### config.mk
export PLATFORM = sky130hd
export DESIGN_NAME = fp_sig_rounder
export DESIGN_NICKNAME = d
export VERILOG_FILES = /design/src/rtl/fpr_pkg.sv /design/src/rtl/fpr_grs_select.sv /design/src/rtl/fpr_round_decide.sv /design/src/rtl/fpr_sig_adjust.sv /design/src/rtl/fp_sig_rounder.sv
export SDC_FILE = /design/constraint.sdc
export NUM_CORES = 1
export LEC_CHECK = 0
export CORE_MARGIN = 2
export CORE_UTILIZATION = 37
export DETAILED_ROUTE_END_ITERATION = 8
export PLACE_DENSITY_LB_ADDON = 0.15
export SYNTH_ARGS = -nofsm -noshare
export SYNTH_HDL_FRONTEND = slang
export SYNTH_HIERARCHICAL = 1
export SYNTH_SLANG_ARGS = --single-unit
### constraint.sdc
create_clock -name vclk -period 7.9
set_input_delay 0.79 -clock vclk [all_inputs]
set_output_delay 0.79 -clock vclk [all_outputs]
set_load 0.02 [all_outputs]
### src/rtl/fpr_pkg.sv
// Shared definitions for the significand rounder.
// Assumes: mode codes are fixed by the issuing unit and never change meaning.
package fpr_pkg;

    typedef enum logic [1:0] {
        RM_NEAR = 2'b00,
        RM_ZERO = 2'b01,
        RM_POS  = 2'b10,
        RM_NEG  = 2'b11
    } rmode_e;

endpackage

### src/rtl/fpr_grs_select.sv
// Picks the last-kept bit, guard, round and sticky for the chosen precision,
// and produces the keep mask and the unit-in-last-place increment value.
// Assumes: sig_i holds the unit bit at its MSB, followed by the fraction.
module fpr_grs_select #(
    parameter int FRAC_W     = 52,
    parameter int SGL_FRAC_W = 23
) (
    input  logic [FRAC_W:0] sig_i,
    input  logic            g_i,
    input  logic            r_i,
    input  logic            x_i,
    input  logic            dbl_i,
    output logic            lsb_o,
    output logic            guard_o,
    output logic            round_o,
    output logic            sticky_o,
    output logic [FRAC_W:0] keep_mask_o,
    output logic [FRAC_W:0] ulp_o
);
    localparam int SIG_W   = FRAC_W + 1;
    localparam int SGL_CUT = FRAC_W - SGL_FRAC_W;   // index of single-precision last bit

    logic sgl_lsb, sgl_guard, sgl_round, sgl_sticky;

    generate
        if (SGL_CUT >= 3) begin : g_sgl_taps
            // Taps for the single-precision rounding point inside the fraction.
            always_comb begin
                sgl_lsb    = sig_i[SGL_CUT];
                sgl_guard  = sig_i[SGL_CUT-1];
                sgl_round  = sig_i[SGL_CUT-2];
                sgl_sticky = (|sig_i[SGL_CUT-3:0]) | g_i | r_i | x_i;
            end
        end else begin : g_sgl_narrow
            // Degenerate layout: no room below the single point; fall back to double taps.
            always_comb begin
                sgl_lsb    = sig_i[0];
                sgl_guard  = g_i;
                sgl_round  = r_i;
                sgl_sticky = x_i;
            end
        end
    endgenerate

    // Select the taps and masks that match the requested precision.
    always_comb begin
        if (dbl_i) begin
            lsb_o       = sig_i[0];
            guard_o     = g_i;
            round_o     = r_i;
            sticky_o    = x_i;
            keep_mask_o = {SIG_W{1'b1}};
            ulp_o       = {{(SIG_W-1){1'b0}}, 1'b1};
        end else begin
            lsb_o       = sgl_lsb;
            guard_o     = sgl_guard;
            round_o     = sgl_round;
            sticky_o    = sgl_sticky;
            keep_mask_o = {SIG_W{1'b1}} << SGL_CUT;
            ulp_o       = {{(SIG_W-1){1'b0}}, 1'b1} << SGL_CUT;
        end
    end

    // Guard the mask shape: the increment lands on the lowest kept bit.
    always_comb begin
        p_ulp_in_mask_r7: assert ((ulp_o & keep_mask_o) == ulp_o &&
                                  ((ulp_o - 1'b1) & keep_mask_o) == '0)
            else $error("ulp not at lowest kept bit");
    end

endmodule

### src/rtl/fpr_round_decide.sv
// Decides whether to add one unit in the last place for the given mode and sign.
// Assumes: taps are already chosen for the active precision.
module fpr_round_decide
    import fpr_pkg::*;
(
    input  logic [1:0] rmode_i,
    input  logic       sign_i,
    input  logic       lsb_i,
    input  logic       guard_i,
    input  logic       round_i,
    input  logic       sticky_i,
    output logic       inc_o,
    output logic       inexact_o
);
    rmode_e mode;
    logic   lost;

    // Mode-dependent increment decision.
    always_comb begin
        mode = rmode_e'(rmode_i);
        lost = guard_i | round_i | sticky_i;
        unique case (mode)
            RM_NEAR: inc_o = guard_i & (round_i | sticky_i | lsb_i);
            RM_ZERO: inc_o = 1'b0;
            RM_POS:  inc_o = lost & ~sign_i;
            RM_NEG:  inc_o = lost & sign_i;
            default: inc_o = 1'b0;
        endcase
        inexact_o = lost;
    end

    // Mode-level sanity checks kept next to the decision.
    always_comb begin
        p_inc_needs_loss_r1: assert (!inc_o || inexact_o)
            else $error("increment without discarded bits");
        p_tie_even_r2: assert (!(rmode_i == 2'b00 && guard_i && !round_i && !sticky_i) || (inc_o == lsb_i))
            else $error("tie not rounded to even");
        p_zero_no_inc_r3: assert (!(rmode_i == 2'b01) || !inc_o)
            else $error("toward-zero incremented");
        p_pos_neg_sign_r4: assert (!(rmode_i == 2'b10 && sign_i) || !inc_o)
            else $error("+inf mode incremented a negative value");
        p_neg_pos_sign_r5: assert (!(rmode_i == 2'b11 && !sign_i) || !inc_o)
            else $error("-inf mode incremented a positive value");
    end

endmodule

### src/rtl/fpr_sig_adjust.sv
// Clears discarded bits, applies the increment, renormalizes on carry-out,
// adjusts the exponent and flags overflow against the format maximum.
// Assumes: the incoming unit bit is set for normal values and the carry slot is empty.
module fpr_sig_adjust #(
    parameter int FRAC_W       = 52,
    parameter int EXP_W        = 13,
    parameter int DBL_EXP_BITS = 11,
    parameter int SGL_EXP_BITS = 8
) (
    input  logic [FRAC_W:0]  sig_i,
    input  logic [FRAC_W:0]  keep_mask_i,
    input  logic [FRAC_W:0]  ulp_i,
    input  logic             inc_i,
    input  logic [EXP_W-1:0] exp_i,
    input  logic             dbl_i,
    output logic [FRAC_W:0]  sig_o,
    output logic [EXP_W-1:0] exp_o,
    output logic             ovf_o
);
    localparam int SIG_W = FRAC_W + 1;
    localparam logic [EXP_W-1:0] DBL_MAX = EXP_W'((1 << DBL_EXP_BITS) - 2);
    localparam logic [EXP_W-1:0] SGL_MAX = EXP_W'((1 << SGL_EXP_BITS) - 2);

    logic [SIG_W:0] sum;
    logic           carry;

    // Truncate, add the increment, then shift right on carry-out.
    always_comb begin
        sum   = {1'b0, sig_i & keep_mask_i} + (inc_i ? {1'b0, ulp_i} : '0);
        carry = sum[SIG_W];
        sig_o = carry ? sum[SIG_W:1] : sum[SIG_W-1:0];
        exp_o = exp_i + {{(EXP_W-1){1'b0}}, carry};
    end

    // Signed compare against the largest finite exponent of the format.
    always_comb begin
        ovf_o = $signed(exp_o) > $signed(dbl_i ? DBL_MAX : SGL_MAX);
    end

    // Structural checks on the adjusted result.
    always_comb begin
        p_low_bits_clear_r7: assert ((sig_o & ~keep_mask_i) == '0)
            else $error("discarded bits not cleared");
        p_carry_renorm_r8: assert (!carry || sig_o == {1'b1, {(SIG_W-1){1'b0}}})
            else $error("carry-out not renormalized");
        p_exp_step_r8: assert (exp_o == exp_i || exp_o == exp_i + 1'b1)
            else $error("exponent moved by more than one");
    end

endmodule

### src/rtl/fp_sig_rounder.sv
// Top of the dual-precision significand rounder. Splits the accumulator,
// selects rounding taps, decides the increment and adjusts the result.
// Assumes: the accumulator arrives normalized with its carry slot at zero.
module fp_sig_rounder #(
    parameter int FRAC_W       = 52,
    parameter int SGL_FRAC_W   = 23,
    parameter int EXP_W        = 13,
    parameter int DBL_EXP_BITS = 11,
    parameter int SGL_EXP_BITS = 8
) (
    input  logic                sign_i,
    input  logic [EXP_W-1:0]    exp_i,
    input  logic                prec_dbl_i,
    input  logic [1:0]          rmode_i,
    input  logic [FRAC_W+4:0]   acc_i,
    output logic [FRAC_W:0]     sig_o,
    output logic [EXP_W-1:0]    exp_o,
    output logic                inexact_o,
    output logic                ovf_o
);
    localparam int SIG_W = FRAC_W + 1;
    localparam int ACC_W = SIG_W + 4;

    logic             acc_carry;
    logic [SIG_W-1:0] sig_in;
    logic             g_bit, r_bit, x_bit;
    logic             lsb, guard, round_b, sticky, inc;
    logic [SIG_W-1:0] keep_mask, ulp;

    // Split the accumulator into its fields.
    always_comb begin
        acc_carry = acc_i[ACC_W-1];
        sig_in    = acc_i[ACC_W-2:3];
        g_bit     = acc_i[2];
        r_bit     = acc_i[1];
        x_bit     = acc_i[0];
    end

    fpr_grs_select #(.FRAC_W(FRAC_W), .SGL_FRAC_W(SGL_FRAC_W)) u_taps (
        .sig_i       (sig_in),
        .g_i         (g_bit),
        .r_i         (r_bit),
        .x_i         (x_bit),
        .dbl_i       (prec_dbl_i),
        .lsb_o       (lsb),
        .guard_o     (guard),
        .round_o     (round_b),
        .sticky_o    (sticky),
        .keep_mask_o (keep_mask),
        .ulp_o       (ulp)
    );

    fpr_round_decide u_decide (
        .rmode_i   (rmode_i),
        .sign_i    (sign_i),
        .lsb_i     (lsb),
        .guard_i   (guard),
        .round_i   (round_b),
        .sticky_i  (sticky),
        .inc_o     (inc),
        .inexact_o (inexact_o)
    );

    fpr_sig_adjust #(
        .FRAC_W       (FRAC_W),
        .EXP_W        (EXP_W),
        .DBL_EXP_BITS (DBL_EXP_BITS),
        .SGL_EXP_BITS (SGL_EXP_BITS)
    ) u_adjust (
        .sig_i       (sig_in),
        .keep_mask_i (keep_mask),
        .ulp_i       (ulp),
        .inc_i       (inc),
        .exp_i       (exp_i),
        .dbl_i       (prec_dbl_i),
        .sig_o       (sig_o),
        .exp_o       (exp_o),
        .ovf_o       (ovf_o)
    );

    // End-to-end checks across the three stages.
    always_comb begin
        p_carry_slot_empty_r7: assert (!acc_carry)
            else $error("accumulator carry slot set on input");
        p_exact_passthru_r6: assert (inexact_o || (sig_o == sig_in && exp_o == exp_i))
            else $error("exact value altered");
        p_no_overflow_r9: assert (!ovf_o || $signed(exp_o) > $signed(EXP_W'((1 << SGL_EXP_BITS) - 2)))
            else $error("overflow flagged below single maximum");
    end

endmodule

[Word-level counts from Yosys, hierarchy flattened]
Index checks and enable logic that the tools add are counted.
Word-level totals
  flip-flop bits (word level): 0
  bits of input ports: 74
  output and inout port bits: 68
  word-level logic and storage cells: 30
Cells by class
  add/subtract/negate cells: 2
  $lt $le $gt $ge: 1
  equal/unequal tests: 3
  multiplexer cells: 10
  bitwise logic cells: 12
  reductions and logical operators: 2
Operators by type and width (count)
  $mux W30: 2
  $add A53 B54 Y54: 1
  $and A53 B53 Y53: 1
  $mux W53: 1
  $mux W29: 1
  $reduce_or A27 Y1: 1
  $add A13 B1 Y13: 1
  $gt A13 B13 Y1: 1
  $mux W11: 1
  $or A1 B1 Y1: 7
  $eq A2 B2 Y1 const B: 2
  $mux W1: 4
  $pmux W1 S4: 1
  $and A1 B1 Y1: 3
  $eq A2 B1 Y1 const B: 1
  $logic_not A2 Y1: 1
  $not A1 Y1: 1

[Longest topological paths before layout]
Gate-level depths: netlist (run 1).
  depth after elaboration: 13
  mapped depth: 33
  gate-level depth less buffers: 30

[Modules after synthesis]
Netlist (run 1), hierarchy kept.
Modules (own cells, without submodules)
  fpr_sig_adjust: times used 1, cells an instance 717, area an instance 4978.5 µm², seq. area each 0.0 µm²
  fpr_grs_select: times used 1, cells an instance 122, area an instance 914.6 µm², seq. area each 0.0 µm²
  fpr_round_decide: times used 1, cells an instance 7, area an instance 40.0 µm², seq. area each 0.0 µm²

[Least setup slack after synthesis (run 1)]
Ideal clock, no wire load.
  path type: input -> output
  from: input acc_i[28]
  to: output ovf_o
  arrival time: 6.179 ns
  data required time: 7.110 ns
  slack: 0.931 ns
  stages on the path: 31
  buffers on the path: 1
  cells stage by stage: nor4_1 > nand4_1 > o22a_1 > or2_1 > a21oi_1 > nor3_1 > and2_1 > ha_1 > a211oi_1 > o21ai_2 > nand4b_1 > a31oi_1 > a31oi_1 > o41ai_4 > a211o_1 > nand2_4 > buf_2 > inv_1 > ha_1 > ha_1 > nand4_1 > nand2b_1 > xnor2_1 > ha_1 > and3_1 > nand3_1 > nor4_1 > o211ai_1 > nand2_1 > a21oi_1 > nor2_1
On the way
  word-level cells in the longest chain between the ends: 13
  elaborated cells on any way between the ends: 17
  those cells by class: add/sub: 2; order compare: 1; mux: 3; bitwise: 10; reduce/logical: 1
Ends and longest elaborated chain
  from (decl): line fp_sig_rounder.sv:15  | input logic [FRAC_W+4:0] acc_i,
  $reduce_or A27 Y1 *: line fpr_grs_select.sv:32  | sgl_sticky = (|sig_i[SGL_CUT-3:0]) | g_i | r_i | x_i;
  $or A1 B1 Y1 * (3 in series): line fpr_grs_select.sv:32
  $mux W1 *: line fpr_grs_select.sv:47  | if (dbl_i) begin
  via sticky: line fp_sig_rounder.sv:27  | logic lsb, guard, round_b, sticky, inc;
  $or A1 B1 Y1 (2 in series): line fpr_round_decide.sv:23  | RM_NEAR: inc_o = guard_i & (round_i | sticky_i | lsb_i);
  $and A1 B1 Y1: line fpr_round_decide.sv:23
  $pmux W1 S4 *: line fpr_round_decide.sv:22  | unique case (mode)
  via inc: line fp_sig_rounder.sv:27
  $mux W30 *: line fpr_sig_adjust.sv:29  | sum = {1'b0, sig_i & keep_mask_i} + (inc_i ? {1'b0, ulp_i} : '0);
  $add A53 B54 Y54 *: line fpr_sig_adjust.sv:29
  $add A13 B1 Y13 *: line fpr_sig_adjust.sv:32  | exp_o = exp_i + {{(EXP_W-1){1'b0}}, carry};
  via exp_o[8]: line fp_sig_rounder.sv:17  | output logic [EXP_W-1:0] exp_o,
  $gt A13 B13 Y1 *: line fpr_sig_adjust.sv:37  | ovf_o = $signed(exp_o) > $signed(dbl_i ? DBL_MAX : SGL_MAX);
  to (decl): line fp_sig_rounder.sv:19  | output logic ovf_o
Mark *: on every way through the listed nets, which the timed path passes. The rest lies on a longest branch.

[Worst setup path in the final report (run 1)]
  from: input acc_i[5]
  to: output ovf_o
On the way
  word-level cells in the longest chain between the ends: 13
  elaborated cells on any way between the ends: 17
  those cells by class: add/sub: 2; order compare: 1; mux: 3; bitwise: 10; reduce/logical: 1
Ends and longest elaborated chain (line)
  $reduce_or A27 Y1 *: fpr_grs_select.sv:32
  $or A1 B1 Y1 * (3 in series): fpr_grs_select.sv:32
  $mux W1 *: fpr_grs_select.sv:47
  via sticky: fp_sig_rounder.sv:27
  $or A1 B1 Y1 (2 in series): fpr_round_decide.sv:23
  $and A1 B1 Y1: fpr_round_decide.sv:23
  $pmux W1 S4 *: fpr_round_decide.sv:22
  via inc: fp_sig_rounder.sv:27
  $mux W30 *: fpr_sig_adjust.sv:29
  $add A53 B54 Y54 *: fpr_sig_adjust.sv:29
  $add A13 B1 Y13 *: fpr_sig_adjust.sv:32
  $gt A13 B13 Y1 *: fpr_sig_adjust.sv:37
Marks and branches as above.

==> results by group, run 1 <==
Power
  – Static Leak: 3.19 nW
  – Pwr Total: 0.000575 W
  – Net switching power: 0.000303 W
  – Cell Int Power: 0.000272 W
  – Clock network fraction of total power: 0%
  – Sequential fraction of design power: 0%
  – Comb power frac: 100.0%
  – Pwr Density: 80.8 nW/um^2
  – Peak supply drop: 0.0000395 V
  – Net Sw Frac: 52.6%

CTS
  – CTS hold repair buffers: 0

Run status
  – Outcome: finished clean

Place
  – HPWL after DPL: 13700 um
  – IO Port Bufs: 141
  – Placer Congestion: 0.878
  – Placed cell count: 1167

GRT
  – Largest net degree at the start of global routing: 50
  – First-pass GRT wire length: 25600 um
  – Initial antenna violation count: 0
  – Global route total overflow: 0
  – GRT Total Usage: 18.0%
  – Vias in the first global route: 5248

Synthesis
  – Synth Warn #: 6
  – Post-synth top area share: 13.9%
  – Yosys cell types: 70
  – Leading area contributor after synthesis: buf_4
  – Cells after synthesis: 846
  – Post-Syn Area: 5930 um^2
  – Avg Cell Area, Syn: 7.01 um^2
  – Top post-synthesis cells by area: buf_4 14%, ha_1 12%, and2_1 12%
  – Post-synthesis sequential area ratio: 0%

STA
  – Max Slew Vio Count: 0
  – Min Tclk post-route: 7290 ps
  – RSZ-0062 raised after global routing: no
  – Setup TNS: 0 ps
  – FMAX: 0.137 GHz
  – Period utilization: 92.3%
  – Final hold violations: 0
  – Endpoints failing setup: 0
  – Worst rel slew slack: 58.1%
  – Worst slew pin tran: 612 ps

Final layout
  – Clk_buf instances: 0
  – End-of-flow core utilization: 45.1%
  – Ant diodes: 0
  – Non-filler cells, final: 1168
  – Area grow syn2layout: 20.0%
  – Fraction of layout cells with a size suffix above 1: 10.2%
  – Nets: 1087
  – Seq cells: 0
  – Register area: 0 um^2

Die
  – Row cnt: 46
  – I/O pin count: 142
  – Die Wd: 131 um
  – Die height: 131 um
  – Initial core utilization: 37.6%
  – Die area: 17100 um^2
  – Core box area: 15800 um^2

Route
  – Vias/cell: 4.94
  – Avg WL per Cell: 13.6 um
  – DRT Pass-1 Iters: 5
  – Vias: 5770
  – DRC errors left: 0
  – Initial DRC Count: 341
  – DRT antenna net count: 0
  – Post-Route WL: 15900 um

Critical path
  – Critical-path top delay cell: clkdlybuf4s50_1
  – CP required: 7110 ps
  – Critical setup path kind: primary input to primary output
  – CP startpoint kind: primary input
  – Critical path's largest stage delay: 420 ps
  – CP top delay family: simple AND/OR/NAND/NOR gates
  – Crit path buffers/inverters: 6
  – Crit Path Max Fanout: 3
  – CP Capture Type: primary output
  – Most frequent CP cell: ha_1
  – Crit path DAT: 6500 ps

Worst hold path
  – Worst Hold Depth: 4
  – Hold Crit Start: exp_i[12]
  – Hold Crit Class: primary input to primary output
  – Min-Delay Endpoint: ovf_o

Run
  – Max cap viols: 0
==> worst max path at each step <==
stage | startpoint | endpoint | slack [ps] | cells past startpoint
floorplan | acc_i[28] | ovf_o | 930 | 31
global placement | acc_i[5] | ovf_o | 130 | 35
detailed placement | acc_i[5] | ovf_o | 50 | 35
CTS | acc_i[5] | ovf_o | 20 | 35
global route | acc_i[5] | ovf_o | 30 | 35
finish | acc_i[5] | ovf_o | 610 | 35
==> final cells by class <==
| class | instances | area [um^2] |
|---|---|---|
| fillers | 1703 | 8650 |
| multi-input cells | 753 | 5090 |
| repair buffers | 176 | 1670 |
| well taps | 216 | 270 |
| inverters | 23 | 86.3 |
==> power by group through the flow <==
stage	sequential, W	combinational [W]	clock [W]
2_1_floorplan	0	0.000398	0
3_3_place_gp	0	0.000567	0
3_5_place_dp	0	0.000565	0
4_1_cts	0	0.000567	0
5_1_grt	0	0.000627	0
6_report	0	0.000575	0
==> cells in the final DEF, fill, tap and decap left out, drive strengths merged, types with 17 or more instances in the layout <==
cell type      netlist  routed
conb                 2      75
and2               110     110
a21o                18      18
mux2                38      38
xnor2               41      41
o21ai               43      43
nand4               17      17
inv                 23      23
ha                  58      58
nand2               57      57
buf                125      35
xor2                19      19
nand3               31      31
clkdlybuf4s50        0     140
nor2                42      42
a21oi               70      70
==> Yosys cell counts, types with 2 or more instances <==
library cell / count
buf_2: 13
nor3_1: 8
o31ai_1: 2
nand3_1: 31
clkbuf_1: 9
o21bai_1: 13
nor4_1: 7
conb_1: 2
o21a_1: 5
buf_6: 2
or3_1: 6
o21ai_0: 42
ha_1: 58
nor2b_1: 3
a31oi_1: 8
xor2_1: 19
a21o_1: 18
o211ai_1: 7
nand2b_1: 5
clkbuf_2: 3
nand2_2: 2
and4_1: 2
a21oi_1: 70
a211oi_1: 10
and3_1: 6
xnor2_1: 41
nor2_1: 42
nor4_2: 2
nand2_1: 54
and2_1: 110
nand4b_1: 2
inv_1: 23
nor3b_1: 3
mux2i_1: 9
or2_2: 5
a21boi_0: 4
nand4_1: 17
mux2_2: 37
a2111oi_0: 2
clkbuf_8: 5
buf_4: 110
==> what timing repair did <==
item,in CTS,in global routing
setup buffers,0,1
setup endpoints to repair,0,1
gates resized for setup,0,4
==> layer usage <==
metal	track usage, %	wire [um]
met1	27.4	8120
met2	29.2	6860
met3	0.774	820
met4	1.31	106
met5	0	0
==> per-stage QoR <==
step | instance area, um^2 | hold WS, ps | setup slack (ps)
after floorplan | 6210 | 1720 | 931
after global placement | 7110 | 2670 | 130
after detailed placement | 7110 | 2670 | 51.9
after CTS | 7110 | 2680 | 19.5
after global routing | 7120 | 2450 | 34.2
final | 7120 | 2390 | 605
==> kinds of logic (layout without fill, tap and decap cells) <==
group                    Yosys count  in the layout  synth area share (%)
other                              2             75                 0.127
multiplexers                      47             47                  8.73
AO/OA/AOI/OAI                    201            201                  22.1
adder cells (fa/ha/maj)           59             59                  12.6
buffers and inverters            166            199                  19.0
AND/OR/NAND/NOR                  311            311                  28.7
XOR/XNOR                          60             60                  8.86
Power figures use the tool's default switching activity.
==> inputs of run 2 (changes only) <==
CELL_PAD_IN_SITES_DETAIL_PLACEMENT = 1   (was unset)
CELL_PAD_IN_SITES_GLOBAL_PLACEMENT = 1   (was unset)
CORE_MARGIN = 8   (was 2)
==> run 2 against run 1 <==
Against the previous run:
- first-iteration DRC count decreased by 53%
- critical path depth unchanged
- non-clock buffer count decreased by 1
- maximum frequency decreased by 3.2%
- sequential share of layout area unchanged
- power increased by 1.7%
- die area increased by 19%
- flip-flop and latch count unchanged
- clock-buffer cell count unchanged
- global-route usage decreased by 0.55 points
- design area increased by 0.39%
- largest cell class unchanged
==> results by group, run 2 (synthesis gave the netlist of run 1 again) <==
Run status
  – Outcome: finished clean

STA
  – Worst slew pin tran: 725 ps (+113 ps)
  – WHS: 2380 ps (-3.01 ps)
  – Max Slew Vio Count: 0 (unchanged)
  – Endpoints failing setup: 0 (unchanged)
  – Min Tclk post-route: 7530 ps (+238 ps)
  – Final hold violations: 0 (unchanged)
  – Period utilization: 95.3% (+3.0 points)
  – FMAX: 0.133 GHz (-3.2%)
  – Worst rel slew slack: 50.4% (-7.7 points)
  – Worst setup margin: 368 ps (-238 ps)
  – Setup TNS: 0 ps (unchanged)

Critical path
  – Crit path DAT: 6740 ps (+240 ps)
  – CP startpoint kind: primary input
  – Crit path buffers/inverters: 7 (+1)
  – Critical-path top delay cell: clkdlybuf4s50_1
  – CP top delay family: simple AND/OR/NAND/NOR gates
  – Critical setup path kind: primary input to primary output
  – CP required: 7110 ps (about the same)
  – Crit Path Max Fanout: 3 (unchanged)
  – Critical path's largest stage delay: 460 ps (+40 ps)
  – Most frequent CP cell: buf_4
  – CP Capture Type: primary output

GRT
  – Global route total overflow: 0 (unchanged)
  – Met3 Use GR: 1.17% (+0.39 points)
  – Met2 Use GR: 30.9% (+1.7 points)
  – Grt peak-use layer: met2
  – Met1 usage: 23.8% (-3.6 points)
  – Initial antenna violation count: 0 (unchanged)
  – Largest net degree at the start of global routing: 52 (+4.0%)
  – Vias in the first global route: 6080 (+16%)
  – First-pass GRT wire length: 29800 um (+16%)
  – GRT Total Usage: 17.4% (-0.55 points)

Die
  – Die area: 20300 um^2 (+19%)
  – Row cnt: 46 (unchanged)
  – Die Wd: 143 um (+9.2%)
  – Die height: 143 um (+9.2%)
  – I/O pin count: 142 (unchanged)
  – Initial core utilization: 37.6% (unchanged)
  – Core box area: 15800 um^2 (unchanged)

Final layout
  – Ant diodes: 0 (unchanged)
  – Fill cells: 2108 (+24%)
  – Area grow syn2layout: 20.5%
  – Most frequent cells in the layout: 140 x clkdlybuf4s50_1, 110 x and2_1, 75 x conb_1
  – Register area: 0 um^2 (unchanged)
  – Multi-input gate area: 5130 um^2 (+0.64%)
  – Non-filler cells, final: 1167 (-0.086%)
  – Clk_buf instances: 0 (unchanged)
  – Commonest non-fill, non-tap cell in the layout: clkdlybuf4s50_1
  – Fraction of layout cells with a size suffix above 1: 10.8% (+0.64 points)
  – Seq cells: 0 (unchanged)
  – Nets: 1086 (-0.092%)

Power
  – Static Leak: 3.18 nW (-0.25%)
  – Pwr Total: 0.000585 W (+1.7%)
  – Peak supply drop: 0.0000361 V (-8.6%)
  – Pwr Density: 81.8 nW/um^2 (+1.3%)

Route
  – Vias/cell: 5.01 (+1.5%)
  – Avg WL per Cell: 15.7 um (+15%)
  – DRT Pass-1 Iters: 6 (+1)
  – Vias: 5850 (+1.4%)
  – DRT antenna net count: 0 (unchanged)
  – Initial DRC Count: 161 (-53%)
  – DRC errors left: 0 (unchanged)
  – Post-Route WL: 18300 um (+15%)

Worst hold path
  – Hold Crit Class: primary input to primary output

Place
  – Pre-CTS WS: -161 ps (-213 ps)
  – IO Port Bufs: 141 (unchanged)
  – HPWL after DPL: 15800 um (+16%)
  – Placer Congestion: 0.863 (-1.7%)
  – Placed cell count: 1165 (-0.17%)

Run
  – Max cap viols: 0 (unchanged)
==> run 2: cell types whose count changed in the layout (fill, tap and decap cells not counted), sizes merged <==
cell    delta
clkbuf     -1
==> run 2: through the flow <==
step | utilization (%) | cell area (um^2)
3_3_place_gp | 45.0 | 7090
2_1_floorplan | - | 6210
3_5_place_dp | 45.0 | 7090
5_1_grt | 45.3 | 7150
4_1_cts | 45.0 | 7100
6_report | 45.3 | 7150
==> run 2: cell type report <==
cell class         instances  share of cell area (%)
multi-input cells        753                    71.7
repair buffers           175                    23.3
well taps                216                    3.78
inverters                 23                    1.21
==> run 2: what timing repair did <==
item	CTS	global route
hold buffers	0	0
gates cloned	0	0
setup buffers	0	2
endpoints found under the setup margin	1	1
gates resized for setup	2	13
pin swaps	0	8
==> run 2: routing by layer <==
layer	share of wire [%]	wire length, um
met5	0	0
met4	0	0
met3	3.6	665
met2	47	8610
met1	49	9010
==> run 2: where the power goes <==
| group | switching, W | internal, W |
|---|---|---|
| combinational | 0.000311 | 0.000273 |
| clock | 0 | 0 |
| sequential | 0 | 0 |
==> run 2: final timing paths <==
| check | from | endpoint | slack, ps | cells past startpoint |
|---|---|---|---|---|
| max | acc_i[10] | ovf_o | 370 | 35 |
| min | exp_i[12] | ovf_o | 2380 | 4 |
